===== src/rtl/sar_seq_pkg.sv =====
package sar_seq_pkg;

    typedef enum logic [2:0] {
        PH_CAL,
        PH_IDLE,
        PH_SYNC_RD,
        PH_SAMPLE,
        PH_DIST,
        PH_POSTCAL,
        PH_SYNC_WR
    } phase_e;

    // Resolution chosen by the two low mode bits, relative to the full width.
    function automatic int unsigned res_bits(input logic [1:0] sel, input int unsigned full);
        case (sel)
            2'b00:   return full - 2;
            2'b10:   return full - 4;
            default: return full;
        endcase
    endfunction

endpackage


===== src/rtl/sar_phase_ctl.sv =====
module sar_phase_ctl
    import sar_seq_pkg::*;
#(
    parameter int unsigned CAL_CYCLES  = 3840,
    parameter int unsigned STC_W       = 8,
    parameter int unsigned CH_W        = 5,
    parameter int unsigned RES_W       = 12,
    parameter int unsigned MODE_W      = 3,
    parameter int unsigned POSTCAL_CYC = 2
) (
    input  logic                       clk,
    input  logic                       rst_n,
    input  logic                       start_i,
    input  logic [CH_W-1:0]            chan_i,
    input  logic [STC_W-1:0]           stc_i,
    input  logic [MODE_W-1:0]          mode_i,
    output phase_e                     phase_o,
    output logic                       accept_o,
    output logic                       done_o,
    output logic [CH_W-1:0]            chan_o,
    output logic [$clog2(RES_W+1)-1:0] nbits_o,
    output logic                       keep_o,
    output logic                       dv_o
);
    localparam int unsigned SAMP_MAX = (1 << STC_W) + 2;
    localparam int unsigned CNT_MAX  = (CAL_CYCLES > SAMP_MAX) ? CAL_CYCLES : SAMP_MAX;
    localparam int unsigned CNT_W    = $clog2(CNT_MAX + 1);
    localparam int unsigned NB_W     = $clog2(RES_W + 1);

    typedef struct packed {
        phase_e             phase;
        logic [CNT_W-1:0]   cnt;
        logic [CH_W-1:0]    chan;
        logic [STC_W-1:0]   stc;
        logic [NB_W-1:0]    nbits;
        logic               keep;
        logic               dv;
    } ctl_t;

    ctl_t st_q, st_d;
    logic accept_d, done_d;

    always_comb begin
        st_d     = st_q;
        accept_d = 1'b0;
        done_d   = 1'b0;
        case (st_q.phase)
            PH_CAL: begin
                if (st_q.cnt == CNT_W'(CAL_CYCLES - 1)) begin
                    st_d.phase = PH_IDLE;
                    st_d.cnt   = '0;
                end else begin
                    st_d.cnt = st_q.cnt + CNT_W'(1);
                end
            end
            PH_IDLE: begin
                if (start_i) begin
                    accept_d    = 1'b1;
                    st_d.phase  = PH_SYNC_RD;
                    st_d.cnt    = '0;
                    st_d.chan   = chan_i;
                    st_d.stc    = stc_i;
                    st_d.nbits  = NB_W'(res_bits(mode_i[1:0], RES_W));
                    st_d.keep   = mode_i[2];
                    st_d.dv     = 1'b0;
                end
            end
            PH_SYNC_RD: begin
                st_d.phase = PH_SAMPLE;
                st_d.cnt   = '0;
            end
            PH_SAMPLE: begin
                if (st_q.cnt == CNT_W'(st_q.stc) + CNT_W'(1)) begin
                    st_d.phase = PH_DIST;
                    st_d.cnt   = '0;
                end else begin
                    st_d.cnt = st_q.cnt + CNT_W'(1);
                end
            end
            PH_DIST: begin
                if (st_q.cnt == CNT_W'(st_q.nbits) - CNT_W'(1)) begin
                    st_d.phase = PH_POSTCAL;
                    st_d.cnt   = '0;
                end else begin
                    st_d.cnt = st_q.cnt + CNT_W'(1);
                end
            end
            PH_POSTCAL: begin
                if (st_q.cnt == CNT_W'(POSTCAL_CYC - 1)) begin
                    st_d.phase = PH_SYNC_WR;
                    st_d.cnt   = '0;
                end else begin
                    st_d.cnt = st_q.cnt + CNT_W'(1);
                end
            end
            PH_SYNC_WR: begin
                done_d     = 1'b1;
                st_d.dv    = 1'b1;
                st_d.phase = PH_IDLE;
            end
            default: st_d.phase = PH_IDLE;
        endcase
    end

    always_ff @(posedge clk or negedge rst_n) begin
        if (!rst_n) begin
            st_q.phase <= PH_CAL;
            st_q.cnt   <= '0;
            st_q.chan  <= '0;
            st_q.stc   <= '0;
            st_q.nbits <= NB_W'(RES_W);
            st_q.keep  <= 1'b1;
            st_q.dv    <= 1'b0;
        end else begin
            st_q <= st_d;
        end
    end

    assign phase_o  = st_q.phase;
    assign accept_o = accept_d;
    assign done_o   = done_d;
    assign chan_o   = st_q.chan;
    assign nbits_o  = st_q.nbits;
    assign keep_o   = st_q.keep;
    assign dv_o     = st_q.dv;


    cal_exit_len_chk: assert property (@(posedge clk) disable iff (!rst_n)
        ($past(st_q.phase) == PH_CAL && st_q.phase != PH_CAL)
            |-> $past(st_q.cnt) == CNT_W'(CAL_CYCLES - 1));


    start_ignored_busy_chk: assert property (@(posedge clk) disable iff (!rst_n)
        (start_i && st_q.phase != PH_IDLE) |=> $stable(st_q.chan));


    cal_never_to_busy_chk: assert property (@(posedge clk) disable iff (!rst_n)
        (st_q.phase == PH_CAL) |=> (st_q.phase == PH_CAL || st_q.phase == PH_IDLE));
endmodule


===== src/rtl/sar_bit_engine.sv =====
module sar_bit_engine #(
    parameter int unsigned RES_W = 12
) (
    input  logic             clk,
    input  logic             rst_n,
    input  logic             clr_i,
    input  logic             step_i,
    input  logic             cmp_i,
    input  logic             load_i,
    output logic [RES_W-1:0] dac_code_o,
    output logic [RES_W-1:0] result_o
);
    localparam int unsigned PTR_W = (RES_W > 1) ? $clog2(RES_W) : 1;

    typedef struct packed {
        logic [RES_W-1:0] sar;
        logic [PTR_W-1:0] ptr;
        logic [RES_W-1:0] res;
    } eng_t;

    eng_t st_q, st_d;
    logic [RES_W-1:0] trial;

    always_comb begin
        st_d  = st_q;
        trial = st_q.sar | (RES_W'(1) << st_q.ptr);
        if (clr_i) begin
            st_d.sar = '0;
            st_d.ptr = PTR_W'(RES_W - 1);
        end else if (step_i) begin
            if (cmp_i) begin
                st_d.sar = trial;
            end
            if (st_q.ptr != '0) begin
                st_d.ptr = st_q.ptr - PTR_W'(1);
            end
        end
        if (load_i) begin
            st_d.res = st_q.sar;
        end
    end

    always_ff @(posedge clk or negedge rst_n) begin
        if (!rst_n) begin
            st_q.sar <= '0;
            st_q.ptr <= PTR_W'(RES_W - 1);
            st_q.res <= '0;
        end else begin
            st_q <= st_d;
        end
    end

    assign dac_code_o = step_i ? trial : st_q.sar;
    assign result_o   = st_q.res;


    reject_keeps_sar_chk: assert property (@(posedge clk) disable iff (!rst_n)
        (step_i && !cmp_i && !clr_i) |=> $stable(st_q.sar));


    one_bit_per_trial_chk: assert property (@(posedge clk) disable iff (!rst_n)
        (step_i && !clr_i) |=> ($countones(st_q.sar ^ $past(st_q.sar)) <= 1));
endmodule


===== src/rtl/sar_postcal_rot.sv =====
module sar_postcal_rot #(
    parameter int unsigned RES_W = 12
) (
    input  logic                       clk,
    input  logic                       rst_n,
    input  logic                       adv_i,
    output logic [$clog2(RES_W+1)-1:0] tgt_o
);
    localparam int unsigned TGT_W = $clog2(RES_W + 1);

    typedef struct packed {
        logic [TGT_W-1:0] tgt;
    } rot_t;

    rot_t st_q, st_d;

    always_comb begin
        st_d = st_q;
        if (adv_i) begin
            st_d.tgt = (st_q.tgt == TGT_W'(RES_W)) ? '0 : st_q.tgt + TGT_W'(1);
        end
    end

    always_ff @(posedge clk or negedge rst_n) begin
        if (!rst_n) begin
            st_q.tgt <= '0;
        end else begin
            st_q <= st_d;
        end
    end

    assign tgt_o = st_q.tgt;


    tgt_in_range_chk: assert property (@(posedge clk) disable iff (!rst_n)
        st_q.tgt <= TGT_W'(RES_W));


    tgt_holds_chk: assert property (@(posedge clk) disable iff (!rst_n)
        !adv_i |=> $stable(st_q.tgt));
endmodule


===== src/rtl/sar_conv_seq.sv =====
module sar_conv_seq
    import sar_seq_pkg::*;
#(
    parameter int unsigned CAL_CYCLES  = 3840,
    parameter int unsigned STC_W       = 8,
    parameter int unsigned CH_W        = 5,
    parameter int unsigned RES_W       = 12,
    parameter int unsigned MODE_W      = 3,
    parameter int unsigned POSTCAL_CYC = 2,
    parameter int unsigned TGT_W       = 4
) (
    input  logic             clk,
    input  logic             rst_n,
    input  logic             start_i,
    input  logic [CH_W-1:0]  chan_i,
    input  logic [STC_W-1:0] stc_i,
    input  logic [MODE_W-1:0] mode_i,
    input  logic             pwrdn_i,
    input  logic             cmp_i,
    output logic             calibrate_o,
    output logic             sample_o,
    output logic             busy_o,
    output logic             datavalid_o,
    output logic [RES_W-1:0] result_o,
    output logic [CH_W-1:0]  chan_o,
    output logic [RES_W-1:0] dac_code_o,
    output logic             postcal_o,
    output logic [TGT_W-1:0] postcal_tgt_o,
    output logic             cmp_en_o
);
    localparam int unsigned NB_W = $clog2(RES_W + 1);

    phase_e          phase;
    logic            accept, done, keep, cmp_eff;
    logic [NB_W-1:0] nbits;
    logic [NB_W-1:0] tgt;

    sar_phase_ctl #(
        .CAL_CYCLES (CAL_CYCLES),
        .STC_W      (STC_W),
        .CH_W       (CH_W),
        .RES_W      (RES_W),
        .MODE_W     (MODE_W),
        .POSTCAL_CYC(POSTCAL_CYC)
    ) u_ctl (
        .clk     (clk),
        .rst_n   (rst_n),
        .start_i (start_i),
        .chan_i  (chan_i),
        .stc_i   (stc_i),
        .mode_i  (mode_i),
        .phase_o (phase),
        .accept_o(accept),
        .done_o  (done),
        .chan_o  (chan_o),
        .nbits_o (nbits),
        .keep_o  (keep),
        .dv_o    (datavalid_o)
    );

    assign cmp_eff = cmp_i & ~pwrdn_i;

    sar_bit_engine #(.RES_W(RES_W)) u_eng (
        .clk       (clk),
        .rst_n     (rst_n),
        .clr_i     (accept),
        .step_i    (phase == PH_DIST),
        .cmp_i     (cmp_eff),
        .load_i    (done),
        .dac_code_o(dac_code_o),
        .result_o  (result_o)
    );

    sar_postcal_rot #(.RES_W(RES_W)) u_rot (
        .clk  (clk),
        .rst_n(rst_n),
        .adv_i(done),
        .tgt_o(tgt)
    );

    assign calibrate_o   = (phase == PH_CAL);
    assign sample_o      = (phase == PH_SYNC_RD) || (phase == PH_SAMPLE);
    assign busy_o        = (phase != PH_CAL) && (phase != PH_IDLE);
    assign postcal_o     = (phase == PH_POSTCAL);
    assign postcal_tgt_o = TGT_W'(tgt);
    assign cmp_en_o      = !pwrdn_i && ((phase != PH_IDLE) || keep);


    start_raises_both_chk: assert property (@(posedge clk) disable iff (!rst_n)
        (start_i && !busy_o && !calibrate_o) |=> (sample_o && busy_o && !datavalid_o));


    sample_ends_inside_busy_chk: assert property (@(posedge clk) disable iff (!rst_n)
        $fell(sample_o) |-> busy_o);


    busy_fall_gives_valid_chk: assert property (@(posedge clk) disable iff (!rst_n)
        $fell(busy_o) |-> datavalid_o);


    low_bits_clear_chk: assert property (@(posedge clk) disable iff (!rst_n)
        (datavalid_o && nbits < NB_W'(RES_W))
            |-> ((result_o & ((RES_W'(1) << (NB_W'(RES_W) - nbits)) - RES_W'(1))) == '0));


    result_held_chk: assert property (@(posedge clk) disable iff (!rst_n)
        (datavalid_o && !(start_i && !busy_o)) |=> ($stable(result_o) && datavalid_o));


    pwrdn_gates_cmp_chk: assert property (@(posedge clk) disable iff (!rst_n)
        pwrdn_i |-> !cmp_en_o);


    cal_excludes_busy_chk: assert property (@(posedge clk) disable iff (!rst_n)
        calibrate_o |-> (!busy_o && !sample_o && !datavalid_o));
endmodule


===== config.mk =====
export PLATFORM = sky130hd
export DESIGN_NAME = sar_conv_seq
export DESIGN_NICKNAME = d
export VERILOG_FILES = /design/src/rtl/sar_seq_pkg.sv /design/src/rtl/sar_phase_ctl.sv /design/src/rtl/sar_bit_engine.sv /design/src/rtl/sar_postcal_rot.sv /design/src/rtl/sar_conv_seq.sv
export SDC_FILE = /design/constraint.sdc
export NUM_CORES = 1
export LEC_CHECK = 0
export CAP_MARGIN = 0
export CORE_MARGIN = 8
export CORE_UTILIZATION = 40
export DETAILED_ROUTE_END_ITERATION = 10
export HOLD_SLACK_MARGIN = 0.12
export PLACE_DENSITY = 0.65
export SYNTH_ARGS = -nofsm -noshare
export SYNTH_HDL_FRONTEND = slang
export SYNTH_SLANG_ARGS = --single-unit

===== constraint.sdc =====
create_clock -name clk -period 2.4 [get_ports clk]
set_clock_uncertainty 0.1 [all_clocks]
set_input_delay 0.48 -clock clk [delete_from_list [all_inputs] [get_ports clk]]
set_output_delay 0.48 -clock clk [all_outputs]
set_load 0.01 [all_outputs]

Word level (Yosys, flattened, before mapping)
Index checks and enable logic that the tools add are counted.
{ "totals": {"reg_bits": 66, "in_bits": 21, "out_inout_bits": 39, "word_cells": 80} }
{ "op_classes": {"add_sub_neg": 5, "n_eq_ne": 18, "shift": 1, "muxes": 22, "bitwise_logic": 3, "reduce_logical": 20} }
{ "op_table": {"columns": ["operator", "n"], "rows": [
  ["12-bit 2-to-1 mux", 6],
  ["12-bit case mux with 6 select lines", 1],
  ["34-bit 2-to-1 mux", 1],
  ["16-bit 2-to-1 mux", 2],
  ["12-bit equality test", 2],
  ["3-bit case mux with 6 select lines", 1],
  ["12-bit by 1-bit adder with 12-bit output (second input constant)", 1],
  ["12-bit by 1-bit equality test with 1-bit output (second input constant)", 1],
  ["12-bit equality test (second input constant)", 1],
  ["3-bit 2-to-1 mux", 4],
  ["12-bit OR", 1],
  ["1-bit by 4-bit left shift with 12-bit output (first input constant)", 1],
  ["2-bit AND reduction", 5],
  ["8-bit by 1-bit adder with 9-bit output (second input constant)", 1],
  ["3-bit equality test (second input constant)", 3],
  ["4-bit 2-to-1 mux", 2],
  ["2-bit nonzero test", 4],
  ["3-bit by 2-bit equality test with 1-bit output (second input constant)", 2],
  ["2-bit by 1-bit != test with 1-bit output (second input constant)", 3],
  ["3-bit case mux with 2 select lines", 1],
  ["6-bit nonzero test", 1],
  ["5-bit AND reduction", 1],
  ["4-bit by 1-bit subtractor with 5-bit output (second input constant)", 1],
  ["4-bit by 1-bit adder with 4-bit output (second input constant)", 1],
  ["other kinds (17)", 22]
]} }

Depth between registers and ports, before layout
Gate-level depths: netlist (run 1).
{ "logic_depth": {"word_depth": 5, "mapped_depth": 9, "ltp_nobuf": 9} }

By module
From an unflattened synthesis (run 1), not the netlist that was laid out.
{ "hier_totals": {"cells_unflattened": 378, "hier_area_um2": 3749.8} }
{ "by_module_without_submodules": {"columns": ["module", "n_inst", "cells_each", "area_each_um2", "seq_area_each_um2"], "rows": [
  ["sar_phase_ctl", 1, 225, 2079.5, 803.3],
  ["sar_bit_engine", 1, 124, 1397.6, 704.4],
  ["sar_postcal_rot", 1, 21, 206.4, 100.1],
  ["sar_conv_seq", 1, 8, 66.3, 0.0]
]} }

Worst setup path before layout (run 1)
OpenSTA, ideal clock, no wires.
{ "synth_timing": {"path_kind": "register to register", "from": "reg u_ctl.st_q[7] in the netlist's numbering", "to": "reg u_ctl.st_q[28] in the netlist's numbering", "setup_time_ps": 128, "t_arrival_ps": 2153, "required_ps": 2172, "path_slack_ps": 18, "path_stages_with_launch": 10, "path_buffers": 1, "synth_period_minus_slack_ps": 2382, "path_cell_list": "dfrtp_1 > ha_1 > clkbuf_1 > nand4b_1 > a2111oi_0 > nand2_1 > a211oi_4 > o2111ai_4 > nor3_4 > o21ai_1"} }
{ "synth_between": {"elab_chain_len": 4} }
{ "synth_lines": {"columns": ["element", "line", "rtl"], "rows": [
  ["start: declaration", "sar_phase_ctl.sv:40", "ctl_t st_q, st_d;"],
  ["start signal: assignment", "sar_phase_ctl.sv:115", "st_q <= st_d;"],
  ["8-bit by 1-bit adder with 9-bit output", "sar_phase_ctl.sv:73", "if (st_q.cnt == CNT_W'(st_q.stc) + CNT_W'(1)) begin"],
  ["12-bit equality test", "sar_phase_ctl.sv:73", null],
  ["12-bit 2-to-1 mux", "sar_phase_ctl.sv:73", null],
  ["12-bit case mux with 6 select lines", "sar_phase_ctl.sv:47", "case (st_q.phase)"]
]} }
No other way between the ends.
A chain may end at the register's enable or synchronous reset.

Worst setup path after layout (run 1)
{ "layout_timing": {"from": "reg u_ctl.st_q[7] in the netlist's numbering", "to": "reg u_ctl.st_q[22] in the netlist's numbering"} }
The elaborated chain is that of the path after synthesis.

==> impl_results.md, run 1 <==
- CTS root buf: clkbuf_8
- Top_reg_cell synth: dfrtp_1
- Buffer depth of the longest clock path: 2
- Wirelength, routed: 9370 um
- Vias per cell: 5.26
- GRT Total Usage: 0.151
- Overall die width: 111 um
- Slew Limit Fails: 0
- First drt pass iteration count: 4
- EDFF count, synth: 0
- Mux share of post-synthesis cell area: 0.0402
- Cell taking the most area after synthesis: dfrtp_1
- P_int: 2.61 mW
- Worst Path Arrival: 2.53 ns
- Worst hold path class: register to register
- Clock period minus worst slack: 2.42 ns
- Worst Path Buf+Inv: 1
- Net Sw Frac: 0.396
- Post-Synth Adder-Cell Area: 0.0378
- Failing checks: negative setup slack
- Mapped Area: 3640 um2
- Initial antenna violation count: 0
- Yosys warns: 0
- Fillers: 818
- Post-synth top area share: 0.406
- Largest family of logic cells by synthesized area: simple AND/OR/NAND/NOR gates
- Simple-gate area share of the yosys netlist: 0.178
- Vias in the first global route: 3097
- CTS tree: built
- Share of flip-flops with an asynchronous set or reset: 1.00
- CP Class: register to register
- CP Capture Type: register
- Share of layout cells above drive strength 1: 0.232
- #FFs+latches synth: 64
- CP delay by family, top: compound AO/OA/AOI/OAI gates
- Period utilization: 1.01
- Max FO, Critical Path: 6
- VDD IR max: 0.479 mV
- CORE AREA: 9020 um2
- Antenna diodes: 0
- Dpl hpwl: 6740 um
- Worst skew pair latency: 0.34 ns
- R2r setup slk: -0.02 ns
- Largest stage delay, worst path: 0.45 ns
- Final-stage net count: 489
- Psw: 1.71 mW
- Worst Setup Start Kind: register
- Std cell rows: 35
- Comb power frac: 0.444
- Pre-CTS setup slack: -0.0390 ns
- CP Data Required Time: 2.52 ns
- Net Count, Synth: 410
- XOR/XNOR share of the synthesized area: 0.0450
- Port Buffers: 59
- Least-Margin Pin Slew: 0.882 ns
- Fmax: 0.414 GHz
- Die area: 12400 um2
- Status: complete, but fails checks
- Wire per inst: 16.3 um
- Via count: 3013
- Grt total ovfl: 0
- Area taken by flip-flops and latches: 1610 um2
- Area delta synth->final: 29.8%
- Largest cells by area after synthesis: dfrtp_1 41%, nand2_1 6.9%, mux2_2 4.0%
- CTS Buf Count: 9
- Sink Count: 64
- Slowest stage cell, crit path: dfrtp_2
- Clock slew at reported path FFs: 0.08 ns
- # setup viols final: 2
- 1st-iter DRT viols: 138
- Leakage power: 2.41 nW
- Worst Hold Slack: 0.376 ns
- Seq/Total Area, Yosys: 0.442
- Initial core utilization: 0.403
- Pwr/cell area: 915 nW/um2
- Critical Path, Cell by Cell: ha_4 -> buf_4 -> nor4_2 -> o2111ai_1 -> a211oi_4 -> o2111ai_4 -> nor3_4 -> o22ai_1
- Clock share of power: 0.197
- Top-count cell post-synth: nand2_1
- Number of max-cap violations: 0
- GPL Wtd Cong: 0.870
- Final-report hold violation count: 0
- Largest net degree at the start of global routing: 28
- H-Tree Depth: 3
- Die Y: 111 um
- Mapped Cells: 378
- Synth cell count leaders: 67 x nand2_1, 59 x dfrtp_1, 25 x o21ai_0
- Max-slew headroom: 0.411
- Area of the multi-input gates: 1830 um2
- Boundary Pins: 60
- Flop pwr share: 0.359
- Distinct cells, synth: 59
- Min setup slack post-route: -0.0175 ns
- RSZ-0062 raised after global routing: true
- First-pass GRT wire length: 15500 um
- Post-route ant nets: 0
- Synth Area in Compound Gates: 0.177
- Avg Inst Size Synth: 9.63 um2
- # DRC: 0
-- path summary, 6_finish.rpt --
check / start / endpoint / depth (start not counted)
setup / recovery: u_ctl.st_q[7] / u_ctl.st_q[22] / 8
hold / removal: u_ctl.chan_o[0] / u_ctl.chan_o[0] / 2
setup reg to reg: u_ctl.st_q[7] / u_ctl.st_q[22] / 8
hold reg to reg: u_ctl.chan_o[0] / u_ctl.chan_o[0] / 2
max in group asynchronous: rst_n / u_eng.st_q[13] / 3
min in group asynchronous: rst_n / u_ctl.st_q[25] / 2
-- layout make-up --
class	instances	area share
clock buffer	10	0.0291
tap	111	0.0294
multi-input combinational	264	0.388
inverter	15	0.0119
sequential	64	0.341
clock inverter	6	0.00927
timing repair buffer	103	0.191
-- power by group through the flow --
stage	combinational, mW	sequential, mW	clock, mW
after floorplan	1.18	1.49	0
after CTS	1.79	1.53	0.882
after detailed placement	1.73	1.55	0
after global placement	1.70	1.54	0
after global routing	2.12	1.58	0.925
final	1.92	1.55	0.853
-- what timing repair did --
| item | 4_1_cts | 5_1_grt |
|---|---|---|
| setup buffers | 2 | 4 |
| setup endpoints to repair | 22 | 21 |
| resized for setup | 21 | 23 |
| hold endpoints to repair | 14 | 0 |
| pin swaps | 0 | 10 |
| hold buffers | 1 | 0 |
-- cell usage in the layout (no fill, tap or decap), types with 3 or more instances in the layout --
cell             count
nand2_1             66
dfrtp_1             57
clkdlybuf4s50_1     44
buf_4               42
o21ai_0             23
nor2_1              19
inv_1               14
a21o_1              13
mux2_2              13
o211a_1             13
nand3_1             10
xnor2_1             10
clkbuf_8            10
ha_1                 9
dlygate4sd2_1        9
a21oi_1              8
xor2_1               6
dfstp_2              5
nor3_1               4
clkinvlp_4           4
and3_1               3
o31ai_1              3
and2_1               3
nand4_1              3
o2111ai_1            3
nand2b_1             3
o21ai_1              3
o22ai_1              3
clkbuf_2             3
-- worst register-to-register path: stages, from the launching register on --
cell and delay (ns):
dfrtp_2 0.45, ha_4 0.18, buf_4 0.15, nor4_2 0.22, o2111ai_1 0.23, a211oi_4 0.33, o2111ai_4 0.20, nor3_4 0.33
o22ai_1 0.11
-- sequential cells by signal, summed over array words and instances, names as in the netlist --
signal and cells:
u_ctl.keep_o 1, u_ctl.phase_o 3, u_eng.result_o 12, u_ctl.nbits_o 2, u_ctl.dv_o 1, u_ctl.st_q 20
u_eng.st_q 16, u_ctl.chan_o 5, u_rot.tgt_o 4
-- logic make-up (layout without fill, tap and decap cells) --
kind of cell	count (synthesis)	count (layout)
mux	13	13
xor+xnor	17	17
simple gates	136	136
compound gates	87	87
fa+ha+maj	11	11
flops	64	64
buf+inv	50	134
-- through the flow --
stage	setup TNS [ns]	power (mW)	instances	area, um2	utilization
after floorplan	0	2.67	378	3640	-
after global placement	0	3.24	550	4420	0.490
after detailed placement	-0.101	3.28	550	4420	0.490
after CTS	0	4.20	569	4630	0.514
after global routing	-1.32	4.62	573	4720	0.524
final	-0.0208	4.32	573	4720	0.524
-- per-layer routing --
layer / share of wire / vias up / GRT usage / wire length, um
met3: 0.072 / 10 / 0.0570 / 671
li1: - / 1464 / - / -
met1: 0.44 / 1449 / 0.187 / 4170
met4: 0.012 / 0 / 0.0427 / 114
met2: 0.47 / 90 / 0.239 / 4410
met5: 0 / - / 0 / 0
(Power assumes the default switching activity.)
==> inputs of run 2 (changes only) <==
--- a/config.mk
+++ b/config.mk
@@ -6,11 +6,13 @@
 export NUM_CORES = 1
 export LEC_CHECK = 0
 export CAP_MARGIN = 0
+export CELL_PAD_IN_SITES_DETAIL_PLACEMENT = 1
+export CELL_PAD_IN_SITES_GLOBAL_PLACEMENT = 1
 export CORE_MARGIN = 8
-export CORE_UTILIZATION = 40
+export CORE_UTILIZATION = 37
 export DETAILED_ROUTE_END_ITERATION = 10
 export HOLD_SLACK_MARGIN = 0.12
-export PLACE_DENSITY = 0.65
+export PLACE_DENSITY_LB_ADDON = 0.1
 export SYNTH_ARGS = -nofsm -noshare
 export SYNTH_HDL_FRONTEND = slang
 export SYNTH_SLANG_ARGS = --single-unit
==> impl_results.md, run 2 (synthesized netlist as in run 1, its figures left out) <==
- Status: complete, but fails checks
- Failing checks: negative setup slack
- CP Data Required Time: 2.52 ns (about the same)
- Worst skew pair latency: 0.34 ns (about the same)
- Antenna diodes: 0 (unchanged)
- Port Buffers: 59 (unchanged)
- GPL Wtd Cong: 0.864 (-0.66%)
- Util after Layout: 0.504 (-0.0198)
- Slowest stage cell, crit path: or4b_4
- Least-Margin Pin Slew: 0.931 ns (+0.0492 ns)
- Post-route ant nets: 0 (unchanged)
- Via count: 3060 (+1.6%)
- RSZ-0062 raised after global routing: true
- Area delta synth->final: 33.5%
- Clock slew at reported path FFs: 0.08 ns (about the same)
- Initial antenna violation count: 0 (unchanged)
- Clock period minus worst slack: 2.44 ns (+0.0219 ns)
- Period utilization: 1.02 (+0.00911)
- Max Used Layer: met4
- Boundary Pins: 60 (unchanged)
- Pwr/cell area: 930 nW/um2 (+1.7%)
- Metal2 WL: 5050 um (+14%)
- CTS Buf Count: 9 (unchanged)
- Buffer depth of the longest clock path: 2 (unchanged)
- Vias per cell: 5.15 (-2.0%)
- Std cell rows: 36 (+2.9%)
- CTS tree: built
- Largest net degree at the start of global routing: 65 (+130%)
- First-pass GRT wire length: 17400 um (+12%)
- Vias in the first global route: 3356 (+8.4%)
- CP Capture Type: register
- Top reg by flops: u_ctl.st_q
- Final-report hold violation count: 0 (unchanged)
- Leakage power: 2.46 nW (+2.0%)
- Worst Path Arrival: 2.56 ns (+0.03 ns)
- CORE AREA: 9640 um2 (+6.9%)
- Die Y: 115 um (+3.4%)
- Die area: 13300 um2 (+6.9%)
- First drt pass iteration count: 4 (unchanged)
- Dpl hpwl: 7300 um (+8.4%)
- Commonest cells after routing, fill and taps aside: 66 x nand2_1, 53 x dfrtp_1, 43 x clkdlybuf4s50_1, 39 x buf_4, 21 x o21ai_0
- Final-stage net count: 488 (-0.20%)
- Sink Count: 64 (unchanged)
- Initial core utilization: 0.377 (-0.0259)
- Wire per inst: 17.5 um (+7.2%)
- Met3 wire len: 423 um (-37%)
- Slew Limit Fails: 0 (unchanged)
- Max FO, Critical Path: 6 (unchanged)
- Worst Hold Slack: 0.389 ns (+0.0132 ns)
- Share of layout cells above drive strength 1: 0.256 (+0.0244)
- CTS root buf: clkbuf_8
- Power Total: 4.52 mW (+4.5%)
- # DRC: 0 (unchanged)
- Number of max-cap violations: 0 (unchanged)
- # setup viols final: 5 (+3)
- Most common cell after layout, fill and taps aside: nand2_1
- Hold Crit Depth: 2 (unchanged)
- Largest register FFs: 20 (unchanged)
- Worst Setup Start Kind: register
- Fmax: 0.410 GHz (-0.90%)
- Worst hold path class: register to register
- GRT Total Usage: 0.166 (+0.0151)
- Overall die width: 115 um (+3.4%)
- Fillers: 1121 (+37%)
- Wirelength, routed: 10400 um (+11%)
- Min setup slack post-route: -0.0393 ns (-0.0219 ns)
- Met1 Wirelength: 4830 um (+16%)
- 1st-iter DRT viols: 99 (-28%)
- Grt total ovfl: 0 (unchanged)
- Max-slew headroom: 0.378 (-0.0328)
- H-Tree Depth: 3 (unchanged)
- Largest stage delay, worst path: 0.55 ns (+0.10 ns)
- Critical Path, Cell by Cell: or4b_4 -> o221a_4 -> a211oi_4 -> o2111ai_4 -> nor3_4 -> o22ai_2
- VDD IR max: 0.333 mV (-30%)
- Reg2reg path depth: 6 (-2)
- CP Class: register to register
run 2: path summary, 6_finish.rpt:
check,from,to,slack (ns)
worst max register to register,u_ctl.st_q[27],u_ctl.st_q[24],-0.04
worst min-delay path,u_ctl.chan_o[4],u_ctl.chan_o[4],0.39
worst max-delay path,u_ctl.st_q[27],u_ctl.st_q[24],-0.04
worst min register to register,u_ctl.chan_o[4],u_ctl.chan_o[4],0.39
max in group asynchronous,rst_n,u_eng.st_q[13],1.27
min in group asynchronous,rst_n,u_rot.tgt_o[0],0.58
run 2: area by class of cell:
type / instances / area, um2 / share of cell area
multi-input cells: 264 / 1900 / 0.391
flip-flops and latches: 64 / 1620 / 0.333
repair buffers: 102 / 923 / 0.190
well taps: 133 / 166 / 0.0343
clock buffers: 12 / 145 / 0.0299
inverters: 15 / 56.3 / 0.0116
clock inverters: 4 / 53.8 / 0.0111
run 2: through the flow:
stage	cell area, um2	setup slack (ns)	std cells	TNS (ns)
after global routing	4860	-0.189	594	-1.44
final	4860	-0.0393	594	-0.109
after CTS	4770	-0.0811	592	-0.432
after global placement	4440	-0.0124	570	-0.0340
after floorplan	3640	0.0183	378	0
after detailed placement	4440	-0.105	570	-0.681
run 2: power breakdown:
part	internal [mW]	leakage (nW)	switching, mW
Clock	0.511	0.0928	0.458
Sequential	1.31	0.831	0.248
Combinational	0.907	1.54	1.08
Total	2.73	2.46	1.79
run 2: metal layers:
metal  global-route usage  vias to the layer above
met5                    0                        -
met2                0.272                       43
li1                     -                     1456
met4               0.0665                        0
met1                0.206                     1553
met3               0.0389                        8
run 2: critical path: cells and delay by family, from the launching register on:
| family | cells | cell delay (ns) |
|---|---|---|
| and+or+nand+nor | 2 | 0.86 |
| DFF | 1 | 0.45 |
| AOI/OAI and AO/OA | 4 | 0.90 |
run 2: timing repair:
action                                  CTS  global route
resized for setup                        35            30
hold buffers                              1             0
endpoints found under the setup margin   24            27
buffers inserted                          5             2
endpoints found under the hold margin    59             0
pin swaps                                13             8
